**config.mk**
```make
export PLATFORM = sky130hd
export DESIGN_NAME = bcdma_engine
export DESIGN_NICKNAME = d
export VERILOG_FILES = /design/src/rtl/bcdma_pkg.sv /design/src/rtl/bcdma_regs.sv /design/src/rtl/bcdma_addr_gen.sv /design/src/rtl/bcdma_fsm.sv /design/src/rtl/bcdma_engine.sv
export SDC_FILE = /design/constraint.sdc
export NUM_CORES = 1
export LEC_CHECK = 0
export CAP_MARGIN = 10
export CELL_PAD_IN_SITES_DETAIL_PLACEMENT = 0
export CELL_PAD_IN_SITES_GLOBAL_PLACEMENT = 1
export CORE_ASPECT_RATIO = 1.25
export CORE_MARGIN = 2
export CORE_UTILIZATION = 41
export CTS_CLUSTER_SIZE = 10
export DETAILED_ROUTE_END_ITERATION = 7
export PLACE_DENSITY = 0.9
export SLEW_MARGIN = 40
export SYNTH_ARGS = -nofsm -noshare
export SYNTH_HDL_FRONTEND = slang
export SYNTH_SLANG_ARGS = --single-unit
```
**constraint.sdc**
```tcl
create_clock -name clk -period 4.65 [get_ports clk]
set_clock_uncertainty 0.05 [all_clocks]
set_input_delay 0.6975 -clock clk [delete_from_list [all_inputs] [get_ports clk]]
set_output_delay 0.6975 -clock clk [all_outputs]
set_load 0.1 [all_outputs]
```
**src/rtl/bcdma_pkg.sv**
```systemverilog
package bcdma_pkg;

    localparam int DATA_W  = 8;
    localparam int OFS_W   = 15;
    localparam int DST_W   = 16;
    localparam int BANK_W  = 10;
    localparam int SIZE_W  = 8;
    localparam int RADDR_W = 3;
    localparam int LEN_W   = SIZE_W + 2;
    localparam int MADDR_W = OFS_W + BANK_W;

    localparam logic [RADDR_W-1:0] REG_SRC_LO  = 3'd0;
    localparam logic [RADDR_W-1:0] REG_SRC_HI  = 3'd1;
    localparam logic [RADDR_W-1:0] REG_DST_LO  = 3'd2;
    localparam logic [RADDR_W-1:0] REG_DST_HI  = 3'd3;
    localparam logic [RADDR_W-1:0] REG_BANK_LO = 3'd4;
    localparam logic [RADDR_W-1:0] REG_BANK_HI = 3'd5;
    localparam logic [RADDR_W-1:0] REG_CTRL    = 3'd6;
    localparam logic [RADDR_W-1:0] REG_TRIG    = 3'd7;

    typedef enum logic [1:0] {
        ST_IDLE,
        ST_READ,
        ST_WRITE
    } xfer_state_e;

    typedef struct packed {
        logic [OFS_W-1:0]  src;
        logic [DST_W-1:0]  dst;
        logic [BANK_W-1:0] bank;
        logic              video;
        logic              ext;
    } dma_cfg_t;

    // Byte count: twice the size value, zero selects the largest run
    function automatic logic [LEN_W-1:0] decode_len(input logic [SIZE_W-1:0] sz);
        if (sz == '0)
            return {1'b1, {(SIZE_W + 1){1'b0}}};
        return {1'b0, sz, 1'b0};
    endfunction

    // Read address: bank above the offset for external sources
    function automatic logic [MADDR_W-1:0] compose_addr(input dma_cfg_t c);
        if (c.ext)
            return {c.bank, c.src};
        return {{BANK_W{1'b0}}, c.src};
    endfunction

endpackage

```
**src/rtl/bcdma_regs.sv**
```systemverilog
module bcdma_regs
    import bcdma_pkg::*;
(
    input  logic               clk,
    input  logic               rst,
    input  logic               we,
    input  logic [RADDR_W-1:0] addr,
    input  logic [DATA_W-1:0]  wdata,
    input  logic               busy,
    input  logic               src_wb,
    input  logic [OFS_W-1:0]   src_nxt,
    output dma_cfg_t           cfg,
    output logic               trig,
    output logic [SIZE_W-1:0]  trig_size,
    output logic [DATA_W-1:0]  rdata
);

    localparam int SRC_HI_W  = OFS_W - DATA_W;
    localparam int DST_HI_W  = DST_W - DATA_W;
    localparam int BANK_HI_W = BANK_W - DATA_W;

    logic wr_ok;
    assign wr_ok     = we && !busy;
    assign trig      = wr_ok && (addr == REG_TRIG);
    assign trig_size = wdata[SIZE_W-1:0];

    always_ff @(posedge clk) begin
        if (rst) begin
            cfg <= '0;
        end else if (src_wb) begin
            cfg.src <= src_nxt;
        end else if (wr_ok) begin
            case (addr)
                REG_SRC_LO:  cfg.src[DATA_W-1:0]        <= wdata;
                REG_SRC_HI:  cfg.src[OFS_W-1:DATA_W]    <= wdata[SRC_HI_W-1:0];
                REG_DST_LO:  cfg.dst[DATA_W-1:0]        <= wdata;
                REG_DST_HI:  cfg.dst[DST_W-1:DATA_W]    <= wdata[DST_HI_W-1:0];
                REG_BANK_LO: cfg.bank[DATA_W-1:0]       <= wdata;
                REG_BANK_HI: cfg.bank[BANK_W-1:DATA_W]  <= wdata[BANK_HI_W-1:0];
                REG_CTRL: begin
                    cfg.video <= wdata[0];
                    cfg.ext   <= wdata[1];
                end
                default: ;
            endcase
        end
    end

    always_comb begin
        case (addr)
            REG_SRC_LO:  rdata = cfg.src[DATA_W-1:0];
            REG_SRC_HI:  rdata = DATA_W'(cfg.src[OFS_W-1:DATA_W]);
            REG_DST_LO:  rdata = cfg.dst[DATA_W-1:0];
            REG_DST_HI:  rdata = DATA_W'(cfg.dst[DST_W-1:DATA_W]);
            REG_BANK_LO: rdata = cfg.bank[DATA_W-1:0];
            REG_BANK_HI: rdata = DATA_W'(cfg.bank[BANK_W-1:DATA_W]);
            REG_CTRL:    rdata = DATA_W'({cfg.ext, cfg.video});
            default:     rdata = DATA_W'(busy);
        endcase
    end

endmodule

```
**src/rtl/bcdma_addr_gen.sv**
```systemverilog
module bcdma_addr_gen
    import bcdma_pkg::*;
(
    input  dma_cfg_t           cfg,
    output logic [MADDR_W-1:0] rd_addr,
    output logic [OFS_W-1:0]   src_nxt
);

    assign rd_addr = compose_addr(cfg);
    // Offset wraps inside its own width; bank is never carried into
    assign src_nxt = cfg.src + OFS_W'(1);

endmodule

```
**src/rtl/bcdma_fsm.sv**
```systemverilog
module bcdma_fsm
    import bcdma_pkg::*;
(
    input  logic              clk,
    input  logic              rst,
    input  logic              trig,
    input  logic [SIZE_W-1:0] trig_size,
    input  dma_cfg_t          cfg,
    input  logic [DATA_W-1:0] rd_data,
    output logic              rd_en,
    output logic              wr_en,
    output logic [DST_W-1:0]  wr_addr,
    output logic [DATA_W-1:0] wr_data,
    output logic              src_wb,
    output logic              busy,
    output logic              done
);

    xfer_state_e          state;
    logic [LEN_W-1:0]     remain;
    logic [DST_W-1:0]     dst_cur;

    always_ff @(posedge clk) begin
        if (rst) begin
            state   <= ST_IDLE;
            remain  <= '0;
            dst_cur <= '0;
            done    <= 1'b0;
        end else begin
            done <= 1'b0;
            case (state)
                ST_IDLE: begin
                    if (trig) begin
                        remain  <= decode_len(trig_size);
                        dst_cur <= cfg.dst;
                        state   <= ST_READ;
                    end
                end
                ST_READ: state <= ST_WRITE;
                ST_WRITE: begin
                    if (!cfg.video)
                        dst_cur <= dst_cur + DST_W'(1);
                    remain <= remain - LEN_W'(1);
                    if (remain == LEN_W'(1)) begin
                        state <= ST_IDLE;
                        done  <= 1'b1;
                    end else begin
                        state <= ST_READ;
                    end
                end
                default: state <= ST_IDLE;
            endcase
        end
    end

    assign rd_en   = (state == ST_READ);
    assign wr_en   = (state == ST_WRITE);
    assign src_wb  = wr_en;
    assign wr_addr = dst_cur;
    assign wr_data = rd_data;
    assign busy    = (state != ST_IDLE);

endmodule

```
**src/rtl/bcdma_engine.sv**
```systemverilog
module bcdma_engine
    import bcdma_pkg::*;
(
    input  logic               clk,
    input  logic               rst,
    input  logic               reg_we,
    input  logic [RADDR_W-1:0] reg_addr,
    input  logic [DATA_W-1:0]  reg_wdata,
    output logic [DATA_W-1:0]  reg_rdata,
    output logic               mem_rd_en,
    output logic [MADDR_W-1:0] mem_rd_addr,
    input  logic [DATA_W-1:0]  mem_rd_data,
    output logic               mem_wr_en,
    output logic [DST_W-1:0]   mem_wr_addr,
    output logic [DATA_W-1:0]  mem_wr_data,
    output logic               busy,
    output logic               done
);

    dma_cfg_t          cfg;
    logic              trig;
    logic [SIZE_W-1:0] trig_size;
    logic              src_wb;
    logic [OFS_W-1:0]  src_nxt;

    bcdma_regs u_regs (
        .clk       (clk),
        .rst       (rst),
        .we        (reg_we),
        .addr      (reg_addr),
        .wdata     (reg_wdata),
        .busy      (busy),
        .src_wb    (src_wb),
        .src_nxt   (src_nxt),
        .cfg       (cfg),
        .trig      (trig),
        .trig_size (trig_size),
        .rdata     (reg_rdata)
    );

    bcdma_addr_gen u_addr (
        .cfg     (cfg),
        .rd_addr (mem_rd_addr),
        .src_nxt (src_nxt)
    );

    bcdma_fsm u_fsm (
        .clk       (clk),
        .rst       (rst),
        .trig      (trig),
        .trig_size (trig_size),
        .cfg       (cfg),
        .rd_data   (mem_rd_data),
        .rd_en     (mem_rd_en),
        .wr_en     (mem_wr_en),
        .wr_addr   (mem_wr_addr),
        .wr_data   (mem_wr_data),
        .src_wb    (src_wb),
        .busy      (busy),
        .done      (done)
    );

endmodule

```
## Word-level counts from Yosys, hierarchy flattened

Cells that the tools add are included.

| operators by class | value |
|---|---|
| add/subtract/negate cells | 3 |
| equality and inequality tests | 12 |
| muxes and demuxes | 28 |
| bitwise operators | 1 |
| reduce and logical (&&, ||, !) cells | 21 |

Operators with widths:

| operator | number |
|---|---|
| 8-bit one-hot mux with 7 select lines | 1 |
| 25-bit two-way mux | 2 |
| 43-bit two-way mux | 1 |
| 16-bit two-way mux | 2 |
| 8-bit two-way mux | 4 |
| 16-bit one-hot mux with 2 select lines | 1 |
| 10-bit two-way mux | 3 |
| 10-bit one-hot mux with 2 select lines | 1 |
| 3-bit AND reduction | 6 |
| 16-bit by 1-bit adder with 16-bit output (second input constant) | 1 |
| 15-bit by 1-bit adder with 15-bit output (second input constant) | 1 |
| 15-bit two-way mux | 1 |
| 3-bit equality test (second input constant) | 4 |
| 10-bit by 1-bit equality test with 1-bit output (second input constant) | 1 |
| 2-bit nonzero test | 5 |
| 10-bit by 1-bit subtractor with 10-bit output (second input constant) | 1 |
| 8-bit logical NOT | 1 |
| 1-bit two-way mux | 7 |
| 7-bit two-way mux | 1 |
| 3-bit by 2-bit equality test with 1-bit output (second input constant) | 2 |
| 2-bit two-way mux | 3 |
| 2-bit one-hot mux with 3 select lines | 1 |
| 2-bit AND reduction | 3 |
| 2-bit inequality test (second input constant) | 2 |
| 9 further kinds | 10 |

| storage, ports and cells | value |
|---|---|
| register bits after elaboration | 72 |
| input bits | 22 |
| logic and storage cells | 77 |

## Logic depth before layout (Yosys ltp)

Gate-level depths: netlist of run 1.

| logic depth | value |
|---|---|
| depth after elaboration | 10 |
| mapped depth | 7 |
| depth with buffers taken out | 6 |

## Cells and area by module

A second synthesis of run 1 with hierarchy kept.

| second synthesis, totals | value |
|---|---|
| cell total of the unflattened synthesis | 605 |
| area total of the unflattened synthesis | 4772.1 µm² |

Modules (own cells, without submodules):

| module | instances | cells each | area an instance (µm²) |
|---|---|---|---|
| bcdma_regs | 1 | 280 | 2318.5 |
| bcdma_fsm | 1 | 262 | 1998.2 |
| bcdma_addr_gen | 1 | 63 | 455.4 |

## Worst setup path before layout of run 1

Ideal clock, no wire load.

| path | value |
|---|---|
| kind | input to output |
| start | input port reg_addr[0] |
| end | output port reg_rdata[1] |
| arrival time | 3518 ps |
| setup slack | 385 ps |
| stages on the path | 5 |
| cells stage by stage | clkbuf_1 -> nor2b_1 -> clkbuf_1 -> a21oi_1 -> o21ai_0 |

| between the ends | value |
|---|---|
| cells in the longest elaborated chain, start to end | 2 |
| elaborated cells on any way between the ends | 8 |
| those cells by class | eq/ne (6); mux (1); reduce/logical (1) |

Ends and longest elaborated chain:

| what | RTL line | source |
|---|---|---|
| from (decl) | bcdma_engine.sv:7 | `input logic [RADDR_W-1:0] reg_addr,` |
| 3-bit equality test (tied with other cells) | bcdma_regs.sv:50 | `case (addr)` |
| 8-bit one-hot mux with 7 select lines * | bcdma_regs.sv:50 |  |
| to (decl) | bcdma_engine.sv:9 | `output logic [DATA_W-1:0] reg_rdata,` |

Every way passes the cells marked *; elsewhere a longest branch is shown, timed or not.

## Final worst setup path of run 1

| path | value |
|---|---|
| start | input port reg_addr[0] |
| end | output port reg_rdata[0] |

The elaborated chain is that of the path after synthesis.

==> results.ini, run 1 <==
[floorplan]
core_area_um2 = 10200
die_height_um = 119
io-pin-count = 83
initial_utilization = 0.424
dieWidth_um = 96.0
fp.dieArea_um2 = 11400
std_cell_rows = 41

[hold_path]
worst_hold_path.num_cells = 2
min_from = u_fsm.remain[9]
worstHoldPathType = reg2reg

[layout]
regArea_um2 = 1440
final_net_count = 601
drive_gt1_frac = 0.164
multi_input_area_um2 = 2530
antenna-diode-count = 0
layout.filler_cells = 1003
p_r_area_growth_vs_syn_pct = 14.9

[grt]
maximum_number_of_pins_on_one_net_before_global_route_repair = 46
vias_in_the_first_global_route = 4009
first_pass_grt_wire_length_mm = 21.6
antenna_found_initial = 0
grt_use_total = 0.240
grt_overflow_total = 0

[critical_path]
number_of_cells_on_the_worst_reg_to_reg_path = 5
worst-path-max-fanout = 20
end_kind = output pin
critPathLaunch = reg_addr[0]
worst_setup_path_start_kind = input port
worstReg2RegStart = u_fsm.state[1]
crit_arrival_ps = 2980
timing.critical_path.required_ps = 3900
timing.setup.critical_path_class = in2out

[timing]
min_period_ps = 3730
finalSetupViolCount = 0
pins_over_slew_limit = 0
worst_slew_pin_slew_ps = 815
maxSlewHeadroom = 0.453
hold_slack_ps = 454
rsz0062_at_grt = false
fmax_mhz = 268
min_period_over_period = 0.801
tns_ps = 0
finalHoldViolCount = 0

[route]
route.detailed.drc = 0
dr_total_vias = 4428
detail_route.iter0.violations = 440
detail_route.vias_per_cell = 6.25
drtPass1Iterations = 6
wl_per_cell_um = 19.0
route.final.wire_length_mm = 13.5
ant_nets = 0

[power]
pwr_density_cell_nw_per_um2 = 321
vdd_drop_max_mv = 0.188
p_leak_nw = 1.94

[synthesis]
syn-mean-instance-area_um2 = 7.79
synthArstFlopShare = 0
synth_enable_flop_cells = 0
synth_flop_cell = dfxtp_1
ys_warn_count = 0
ys_types = 62
syn-cell-area_um2 = 4330
syn-instance-count = 556
postSynthNetCount = 582
seq_area_frac_synth = 0.333
register_bit_total_from_synthesis = 72

[clock_network]
postCtsSetupRepairBufs = 0
cts.reportedPaths.clkPinSlew_ps = 60
numClockSinks = 72
tritoncts = done
cts_htree_levels = 3
holdBufCountCts = 0
clock-root-buffer = clkbuf_16
clock_tree.buffer_depth = 2
post_cts.resized_instances = 0
tritoncts.num_buffers = 9
clock_latency_ps = 340

[placed_design]
dp.final_hpwl_mm = 9.31
io_buffers = 66
finalWeightedCongestion = 0.987

[job]
number_of_maximum_capacitance_violations = 0

[run_status]
outcome = complete, no violations

per-layer routing:
| metal | global-route usage | routed length, µm | up-vias |
|---|---|---|---|
| met5 | 0 | 0 | - |
| met4 | 0.0866 | 391 | 0 |
| met1 | 0.329 | 5720 | 2093 |
| met2 | 0.365 | 6190 | 234 |
| met3 | 0.0557 | 1170 | 34 |
| li1 | - | - | 2067 |
flip-flops by register name, summed over array words and instances, names as in the netlist:
signal         cells
u_fsm.state        2
u_fsm.wr_addr     16
u_fsm.done         1
u_fsm.remain      10
u_regs.cfg        43
path summary, 6_finish.rpt:
kind	slack [ps]	to
max	920	reg_rdata[0]
min	450	u_fsm.remain[9]
max reg2reg	2440	u_fsm.remain[9]
min reg2reg	450	u_fsm.remain[9]
critical path, stage by stage:
cell	delay [ps]
clkdlybuf4s50_1	850
nor2b_1	590
a32o_1	240
o22ai_1	100
a21oi_1	280
buf_12	220
synthesized netlist by cell type (9+ instances only):
cell / number / share of area
dfxtp_1: 72 / 0.33
nand2_1: 46 / 0.040
nor2_1: 44 / 0.038
a21oi_1: 41 / 0.047
clkbuf_1: 35 / 0.030
mux2i_1: 31 / 0.072
o21ai_0: 31 / 0.036
nand3_1: 30 / 0.035
buf_4: 23 / 0.040
and2_1: 17 / 0.025
a31oi_1: 15 / 0.022
nor3_1: 15 / 0.017
nor4_1: 12 / 0.017
nand4_1: 10 / 0.014
nor2b_1: 10 / 0.014
inv_1: 9 / 0.0078
cell usage in the layout (no fill, tap or decap), types with 3 or more instances in the layout:
cell type         n
o221ai_1          6
o22ai_1           4
dfxtp_1          72
a221oi_1          3
clkdlybuf4s50_1  12
nor2_1           43
nor3_1           15
nand3b_1          4
nand2b_1          5
a2bb2oi_1         3
inv_1             9
and3_1            7
or2_2             5
nor2b_1          10
or4_1             4
nand4_1          10
buf_2            44
a32o_1            4
clkbuf_16         9
a311oi_1          3
o21ai_0          31
and2_1           17
a21oi_1          41
nand3_1          30
a31oi_1          15
a211oi_1          3
nand2_1          46
ha_1              4
o31ai_1           3
buf_4            16
mux2i_1          31
a22oi_1           7
nor4_1           12
metrics by stage:
step / power, mW / instance area [µm²] / setup WS (ps) / utilization / cells
2_1_floorplan: 0.821 / 4330 / 385 / - / 556
3_3_place_gp: 0.843 / 4860 / 1080 / 0.477 / 693
3_5_place_dp: 0.841 / 4640 / 1010 / 0.455 / 693
4_1_cts: 1.61 / 4970 / 988 / 0.487 / 709
5_1_grt: 1.65 / 4980 / 797 / 0.488 / 709
6_report: 1.60 / 4980 / 924 / 0.488 / 709
where the power goes:
group / switching (mW) / internal, mW / total [mW]
sequential: 0.0177 / 0.630 / 0.647
clock: 0.292 / 0.475 / 0.767
combinational: 0.132 / 0.0516 / 0.184
kinds of logic after synthesis:
| family | after synthesis | share of synthesized area |
|---|---|---|
| and+or+nand+nor | 224 | 0.269 |
| AOI/OAI and AO/OA | 149 | 0.226 |
| buffers and inverters | 75 | 0.0869 |
| DFF | 72 | 0.333 |
| muxes | 32 | 0.0742 |
| adders and majority gates | 4 | 0.0116 |
cell type report:
| cell class | count | share of cell area |
|---|---|---|
| Multi-Input combinational cell | 409 | 0.508 |
| Sequential cell | 72 | 0.290 |
| Timing Repair Buffer | 73 | 0.0965 |
| Clock buffer | 9 | 0.0452 |
| Tap cell | 129 | 0.0324 |
| Clock inverter | 7 | 0.0206 |
| Inverter | 10 | 0.00754 |
No activity file was read; power rests on OpenSTA's default activity.
==> run 2, diff against run 1 <==
CORE_UTILIZATION = 38   (was 41)
PLACE_DENSITY = 0.85   (was 0.9)
clock period = 3.46 ns   (was 4.65 ns; I/O delays follow)
==> run 2 against run 1 <==
Compared with the run above: cell area increased by 4.7%; highest routed layer unchanged; critical path type unchanged; die area increased by 7.6%; critical endpoint is now reg_rdata[4]; non-clock buffer count increased by 5; via count decreased by 0.38%; core utilization decreased by 1.7 points.
==> results.ini, run 2 (synthesized netlist as in run 1, its figures left out) <==
[run_status]
outcome = complete, no violations

[clock_network]
tritoncts = done
tritoncts.num_buffers = 9
holdBufCountCts = 0
clock_latency_ps = 350
clock_tree.buffer_depth = 2
numClockSinks = 72
postCtsSetupRepairBufs = 0
cts_htree_levels = 3
cts.reportedPaths.clkPinSlew_ps = 60
post_cts.resized_instances = 0
clock-root-buffer = clkbuf_16

[floorplan]
dieWidth_um = 99.5
core_area_um2 = 11100
fp.dieArea_um2 = 12300
initial_utilization = 0.391
std_cell_rows = 43
die_height_um = 123
io-pin-count = 83

[timing]
maxSlewHeadroom = 0.548
min_period_ps = 3120
tns_ps = 0
finalHoldViolCount = 0
hold_slack_ps = 442
min_period_over_period = 0.900
worst_slew_pin_slew_ps = 678
finalSetupViolCount = 0
post-route-worst-setup-slack_ps = 344
pins_over_slew_limit = 0
fmax_mhz = 321
rsz0062_at_grt = false

[power]
power_frac_seq = 0.379
vdd_drop_max_mv = 0.206
p_leak_nw = 2.00
sw_share = 0.258
p_int_mw = 1.70
pwr_density_cell_nw_per_um2 = 441
power_switching_mw = 0.592
power_frac_comb = 0.112
power_frac_clock = 0.509

[critical_path]
timing.rr.end = u_fsm.remain[9]
r2r_setup_slack_ps = 1210
timing.setup.critical_path_class = in2out
cells_along_the_critical_path = clkdlybuf4s50_1 -> nor2b_1 -> a22oi_1 -> o221ai_1 -> buf_12
timing.critical_path.required_ps = 2890
number_of_cells_on_the_worst_reg_to_reg_path = 5
critical-path-slowest-cell = clkdlybuf4s50_1
cpPeakStageDelay_ps = 650
worst_setup_path_start_kind = input port
worst-path-max-fanout = 10
crit_arrival_ps = 2550
end_kind = output pin
worstReg2RegStart = u_fsm.state[1]

[layout]
layout_common_cells = 72 x dfxtp_1, 46 x nand2_1, 44 x nor2_1
antenna-diode-count = 0
drive_gt1_frac = 0.173
utilization = 0.470
final_net_count = 606
layoutNonFillerInstCount = 720
p_r_area_growth_vs_syn_pct = 20.3
layout.filler_cells = 1085
leading_cell_type_in_the_layout_fill_and_taps_excluded = dfxtp_1
max_flop_register = u_regs.cfg
largest_register_ffs = 43

[hold_path]
worst_hold_path.num_cells = 2
min_to = u_regs.cfg[12]
min_from = u_regs.cfg[12]
worstHoldPathType = reg2reg

[placed_design]
io_buffers = 66
finalWeightedCongestion = 0.915
dp.final_hpwl_mm = 9.95
preCtsSetupSlack_ps = 355
placed_cells = 704

[grt]
grt_use_total = 0.236
first_pass_grt_wire_length_mm = 22.5
maximum_number_of_pins_on_one_net_before_global_route_repair = 51
grt_overflow_total = 0
vias_in_the_first_global_route = 4091
antenna_found_initial = 0

[route]
ant_nets = 0
detail_route.vias_per_cell = 6.13
dr_total_vias = 4411
route.final.wire_length_mm = 14.0
drtPass1Iterations = 5
route.detailed.drc = 0
wl_per_cell_um = 19.4
detail_route.iter0.violations = 393

[job]
number_of_maximum_capacitance_violations = 0

## run 2: worst max path at each step
stage	from	to	slack, ps
finish	reg_addr[0]	reg_rdata[4]	340
global route	reg_addr[0]	reg_rdata[4]	160
floorplan	reg_addr[0]	reg_rdata[4]	50
detailed placement	reg_addr[0]	reg_rdata[4]	360
global placement	reg_addr[0]	reg_rdata[0]	440
CTS	reg_addr[0]	reg_rdata[4]	330
## run 2: cell type report
| cell class | instances | area (µm²) | area share |
|---|---|---|---|
| Timing Repair Buffer | 78 | 661 | 0.127 |
| Clock buffer | 9 | 225 | 0.0432 |
| Inverter | 10 | 37.5 | 0.00720 |
| Tap cell | 135 | 169 | 0.0324 |
| Sequential cell | 72 | 1440 | 0.277 |
| Clock inverter | 7 | 143 | 0.0274 |
| Multi-Input combinational cell | 409 | 2530 | 0.486 |
## run 2: per-stage QoR
step | total power [mW] | area (µm²)
6_report | 2.30 | 5210
5_1_grt | 2.36 | 5210
4_1_cts | 2.31 | 5210
3_5_place_dp | 1.14 | 4840
3_3_place_gp | 1.15 | 4970
2_1_floorplan | 1.10 | 4340
## run 2: metal layers
metal	part of all wire	global-route usage	up-vias
met2	0.47	0.370	204
met3	0.073	0.0447	22
met5	0	0	-
met4	0.026	0.110	0
met1	0.43	0.312	2096
li1	-	-	2089
## run 2: power groups by stage
| stage | registers [mW] | clock network [mW] | logic (mW) |
|---|---|---|---|
| after floorplan | 0.896 | 0 | 0.207 |
| after global placement | 0.888 | 0 | 0.258 |
| after detailed placement | 0.888 | 0 | 0.255 |
| after CTS | 0.869 | 1.18 | 0.257 |
| after global routing | 0.872 | 1.21 | 0.276 |
| final | 0.870 | 1.17 | 0.258 |
## run 2: worst max-delay path: cells and delay by family
| family | cells | cell delay, ps |
|---|---|---|
| compound gates | 2 | 570 |
| buf+inv | 2 | 880 |
| simple gates | 1 | 580 |
